**src/rtl/crc_scan_ctrl_pkg.sv**
```systemverilog
package crc_scan_ctrl_pkg;
  localparam int unsigned DATA_W    = 8;
  localparam int unsigned BIT_SRST  = 7;
  localparam int unsigned BIT_NMIEN = 1;
  localparam int unsigned BIT_EN    = 0;

  // accepted actions of one bus write
  typedef struct packed {
    logic srst;
    logic nmien;
    logic en;
  } ctrl_req_t;
endpackage

```
**src/rtl/crc_scan_wr_gate.sv**
```systemverilog
module crc_scan_wr_gate
  import crc_scan_ctrl_pkg::*;
#(
  parameter int unsigned ADDR_W  = 4,
  parameter int unsigned REG_OFS = 0
) (
  input  logic              wr_en_i,
  input  logic [ADDR_W-1:0] addr_i,
  input  logic [DATA_W-1:0] wdata_i,
  input  logic              busy_i,
  input  logic              nmien_q_i,
  input  logic              lock_i,
  output ctrl_req_t         req_o
);
  localparam logic [ADDR_W-1:0] OFS = ADDR_W'(REG_OFS);

  logic hit;
  assign hit = wr_en_i && (addr_i == OFS) && !lock_i;

  always_comb begin
    req_o       = '0;
    req_o.srst  = hit && wdata_i[BIT_SRST] && (!nmien_q_i || !busy_i);
    req_o.nmien = hit && wdata_i[BIT_NMIEN] && !busy_i;
    // soft reset takes precedence over a start in the same write
    req_o.en    = hit && wdata_i[BIT_EN] && !req_o.srst;
  end
endmodule

```
**src/rtl/crc_scan_ctrl_regs.sv**
```systemverilog
module crc_scan_ctrl_regs
  import crc_scan_ctrl_pkg::*;
(
  input  logic      clk_i,
  input  logic      rst_ni,
  input  ctrl_req_t req_i,
  input  logic      boot_done_i,
  output logic      en_q_o,
  output logic      nmien_q_o,
  output logic      start_o,
  output logic      soft_rst_o
);
  always_ff @(posedge clk_i or negedge rst_ni) begin
    if (!rst_ni) begin
      en_q_o     <= 1'b0;
      nmien_q_o  <= 1'b0;
      start_o    <= 1'b0;
      soft_rst_o <= 1'b0;
    end else begin
      start_o    <= req_i.en;
      soft_rst_o <= req_i.srst;
      if (req_i.nmien) nmien_q_o <= 1'b1;
      if (req_i.srst) begin
        en_q_o <= 1'b0;
      end else if (req_i.en || boot_done_i) begin
        en_q_o <= 1'b1;
      end
    end
  end
endmodule

```
**src/rtl/crc_scan_nmi.sv**
```systemverilog
module crc_scan_nmi (
  input  logic clk_i,
  input  logic rst_ni,
  input  logic nmien_q_i,
  input  logic crc_fail_i,
  output logic nmi_o
);
  always_ff @(posedge clk_i or negedge rst_ni) begin
    if (!rst_ni) begin
      nmi_o <= 1'b0;
    end else if (nmien_q_i && crc_fail_i) begin
      nmi_o <= 1'b1;
    end
  end
endmodule

```
**src/rtl/crc_scan_ctrl.sv**
```systemverilog
module crc_scan_ctrl
  import crc_scan_ctrl_pkg::*;
#(
  parameter int unsigned ADDR_W  = 4,
  parameter int unsigned REG_OFS = 0
) (
  input  logic              clk_i,
  input  logic              rst_ni,
  input  logic [ADDR_W-1:0] addr_i,
  input  logic              wr_en_i,
  input  logic [7:0]        wdata_i,
  output logic [7:0]        rdata_o,
  input  logic              busy_i,
  input  logic              crc_fail_i,
  input  logic              boot_scan_done_i,
  output logic              start_o,
  output logic              soft_rst_o,
  output logic              nmi_o
);
  localparam logic [ADDR_W-1:0] OFS = ADDR_W'(REG_OFS);

  ctrl_req_t req;
  logic      en_q;
  logic      nmien_q;

  crc_scan_wr_gate #(
    .ADDR_W (ADDR_W),
    .REG_OFS(REG_OFS)
  ) u_gate (
    .wr_en_i  (wr_en_i),
    .addr_i   (addr_i),
    .wdata_i  (wdata_i),
    .busy_i   (busy_i),
    .nmien_q_i(nmien_q),
    .lock_i   (nmi_o),
    .req_o    (req)
  );

  crc_scan_ctrl_regs u_regs (
    .clk_i      (clk_i),
    .rst_ni     (rst_ni),
    .req_i      (req),
    .boot_done_i(boot_scan_done_i),
    .en_q_o     (en_q),
    .nmien_q_o  (nmien_q),
    .start_o    (start_o),
    .soft_rst_o (soft_rst_o)
  );

  crc_scan_nmi u_nmi (
    .clk_i     (clk_i),
    .rst_ni    (rst_ni),
    .nmien_q_i (nmien_q),
    .crc_fail_i(crc_fail_i),
    .nmi_o     (nmi_o)
  );

  // strobe and reserved bits are never stored
  always_comb begin
    rdata_o = '0;
    if (addr_i == OFS) begin
      rdata_o[BIT_NMIEN] = nmien_q;
      rdata_o[BIT_EN]    = en_q;
    end
  end
endmodule

```
**config.mk**
```make
export PLATFORM = sky130hd
export DESIGN_NAME = crc_scan_ctrl
export DESIGN_NICKNAME = d
export VERILOG_FILES = /design/src/rtl/crc_scan_ctrl_pkg.sv /design/src/rtl/crc_scan_wr_gate.sv /design/src/rtl/crc_scan_ctrl_regs.sv /design/src/rtl/crc_scan_nmi.sv /design/src/rtl/crc_scan_ctrl.sv
export SDC_FILE = /design/constraint.sdc
export NUM_CORES = 1
export LEC_CHECK = 0
export ABC_AREA = 1
export BUFFER_PORTS_ARGS = -buffer_cell sky130_fd_sc_hd__buf_2
export CAP_MARGIN = 15
export CORE_AREA = 3 3 40 42
export DETAILED_ROUTE_END_ITERATION = 8
export DIE_AREA = 0 0 43 45
export PLACE_DENSITY_LB_ADDON = 0.15
export SYNTH_ARGS = -nofsm -noshare
export SYNTH_HDL_FRONTEND = slang
export SYNTH_SLANG_ARGS = --single-unit
export TNS_END_PERCENT = 100
```
**constraint.sdc**
```tcl
create_clock -name clk_i -period 1 [get_ports clk_i]
set_input_delay 0.05 -clock clk_i [delete_from_list [all_inputs] [get_ports clk_i]]
set_output_delay 0.05 -clock clk_i [all_outputs]
set_load 0.02 [all_outputs]
```
==> run_results.csv <==
group,metric,value,unit
run_status,status,"finished clean",
worst_setup_path,cp.depth,4,
job,drv_cap,0,
grt,met2_usage,9.880,%
cts,cts_buffer_depth,2,
cells_and_area,fin_nets,80,
yosys,syn_avg_cell_area,8.115,um^2
floorplanning,ios,29,
power,seqPwrFrac,41.0,%
floorplanning,core_area,1285,um^2
placed_design,place_area,369.1,um^2
power,power,496.0,uW
worst_setup_path,path_cells,"buf_6 > inv_4 > nor2_2 > buf_6",
power,power.share.combinational,13.5,%
floorplanning,rows,13,
cells_and_area,nFillCells,146,
detailed_routing,vias,273,
grt,busiest_layer,"met2",
yosys,synth.area.top_cells,"dfrtp_1, buf_4, nand2_1",
floorplanning,start_util,22.10,%
worst_setup_path,crit_required,0.95,ns
placed_design,dp_cells,67,
worst_hold_path,hp-class,"in2reg",
timing,grt_setup_unrepaired,"true",
timing,hold_viol,0,
power,netSwitchingFraction,23.30,%
yosys,synthMuxAreaShare,0,%
worst_setup_path,slowest_stage,"dfrtp_1",
cts,cts_tree,"yes",
cells_and_area,final_cells,76,
cts,cts_root_buf,"clkbuf_4",
yosys,synth_top_family_by_area,"simple AND/OR/NAND/NOR gates",
grt,grt_max_degree,6,
timing,slew_violations,0,
yosys,yosys.area.top_type,"dfrtp_1",
cts,clk_transition_reported_paths,0.04,ns
yosys,synth_most_common_cell,"nand2_1",
placed_design,place.gp.congestion,0.6181,
grt,use_met1,6.880,%
grt,grt_antenna_before_repair,0,
power,clkPwrFrac,45.5,%
yosys,synth_ff_type,"dfrtp_1",
worst_hold_path,holdPathStages,3,
worst_setup_path,rrSetupSlack,0.03,ns
worst_setup_path,worst_r2r_path_depth,5,
timing,skew,0.001269,ns
cells_and_area,antennaDiodeCount,0,
grt,grt_pass1_vias,279,
yosys,syn_inst,35,
yosys,ys_types,12,
timing,fmax,1008,MHz
power,power.switching,115.6,uW
floorplanning,dieArea,1935,um^2
timing,setup_violations,0,
detailed_routing,ant_nets,0,
yosys,yosys_warnings,0,
grt,globalRouteOverflowTotal,0,
worst_setup_path,crit_type,"reg2out",
worst_setup_path,path_buf_inv,3,
grt,grt_first_pass_wirelength,924,um
yosys,synth-edff-count,0,
worst_setup_path,start_kind,"flip-flop",
yosys,ys_async_sr_fraction,100.0,%
power,power_density,1074,nW/um^2
cts,insertion_delay,0.24,ns
worst_setup_path,cp_max_fo,2,
detailed_routing,wl_per_cell,7.579,um
cells_and_area,areaGrowthSynthToFinish,62.56,%
yosys,synthAdderAreaFrac,0,%
worst_setup_path,cp-end-kind,"output pin",
grt,use_met3,1.992,%
detailed_routing,drc_errors,0,
timing,finalCriticalPeriod,0.9920,ns
worst_setup_path,arrival,0.94,ns
detailed_routing,drt_pass1_iterations,1,
yosys,synth_seq_area_share,44.05,%
detailed_routing,drt-total-wl,576,um
power,p_leak,0.2766,nW
cts,cts_made_buffers,3,
cts,cts_sinks,5,
placed_design,dp_slack,0.04862,ns
detailed_routing,drt_iter0_drc,0,
yosys,synth_xor_area_share,0,%
yosys,synth_seq_cells,5,
cells_and_area,drive_gt1_share,54.10,%
yosys,yosys-top-cells-count,"nand2_1, buf_4, inv_1, dfrtp_1, nor2_1",
cells_and_area,stdcell_area,461.7,um^2
cts,cts-htree-levels,1,
grt,grt_use_total,6.790,%
worst_setup_path,cpMostUsedCell,"buf_6",
placed_design,port_buffers,17,
power,p_int,380.5,uW
power,ir_worst_vdd,266.2,uV
timing,fin_ws,0.008032,ns
yosys,synth_top_cell_area_share,44.05,%
floorplanning,die-height,45,um
placed_design,detailedPlacementHpwl,464.1,um
floorplanning,die_w,43,um
worst_setup_path,crit_family,"flip-flops",
yosys,syn_area,284.0,um^2
worst_setup_path,critPathMaxStageDelay,0.38,ns
detailed_routing,viasPerCell,3.592,
timing,finalCritPeriodShare,99.20,%
yosys,synth_compound_gate_area_share,2.643,%
yosys,yosys.area_share.simple,28.19,%
[area by class of cell]
cell class                 count  area [um^2]  area share [%]
multi-input combinational     23        123.9           26.83
tap                           15        18.77           4.065
timing repair buffer          23        142.6           30.89
sequential                     5        125.1           27.10
inverter                       6        25.02           5.420
clock buffer                   4        26.28           5.691
[logic make-up after synthesis]
kind of cell	after synthesis
other	1
AND/OR/NAND/NOR	16
buffers and inverters	12
flip-flops	5
AO/OA/AOI/OAI	1
[flip-flops by register name (all words and copies together), names as in the netlist]
register	count
u_nmi.nmi_o	1
u_regs.en_q_o	1
u_regs.nmien_q_o	1
u_regs.soft_rst_o	1
u_regs.start_o	1
[cells in the final DEF (no fill, tap or decap), types with 2 or more instances in the layout]
master    netlist  routed
buf_2           0      16
nand2_1         7       6
conb_1          1       6
inv_1           6       5
dfrtp_1         5       5
buf_4           6       4
nor2_1          4       3
clkbuf_4        0       3
nand2_2         1       2
buf_6           0       2
[worst register-to-register path: cells and delay by family (launching register included)]
kind | cells | cell delay (ns)
AO/OA/AOI/OAI | 1 | 0.14
buffers and inverters | 2 | 0.21
AND/OR/NAND/NOR | 2 | 0.13
flip-flops | 1 | 0.38
[through the flow]
stage / setup TNS (ns) / hold slack (ns) / utilization (%)
6_report: 0 / 0.009265 / 35.93
4_1_cts: -0.03284 / 0.001899 / 34.66
3_3_place_gp: 0 / -0.1307 / 28.72
2_1_floorplan: 0 / -0.2456 / -
3_5_place_dp: 0 / -0.1302 / 28.72
5_1_grt: -0.09798 / 0.01331 / 35.93
[final timing paths]
kind,start,end
min in group asynchronous,rst_ni,u_nmi.nmi_o
min,crc_fail_i,u_nmi.nmi_o
max reg2reg,u_regs.nmien_q_o,u_regs.en_q_o
max in group asynchronous,rst_ni,u_regs.soft_rst_o
min reg2reg,u_nmi.nmi_o,u_nmi.nmi_o
max,u_regs.nmien_q_o,rdata_o[1]
[power groups by stage]
stage	combinational [mW]	sequential (mW)	clock [mW]
after floorplan	0.0495	0.206	0
after global placement	0.0600	0.206	0
after detailed placement	0.0600	0.206	0
after CTS	0.0647	0.203	0.243
after global routing	0.0733	0.203	0.260
final	0.0670	0.203	0.226
[routing by layer]
metal  vias to the layer above  part of all wire (%)  routed length (um)
li1                        143                     -                   -
met1                       111                    38                 219
met2                        19                    46                 266
met3                         0                    16                  90
met4                         0                     0                   0
met5                         -                     0                   0
[timing repair]
action,4_1_cts,5_1_grt
hold endpoints to repair,5,0
setup buffers,4,0
hold buffers,1,0
endpoints found under the setup margin,1,3
pin swaps,1,2
gates resized for setup,4,5
No activity file was read; power rests on OpenSTA's default activity.
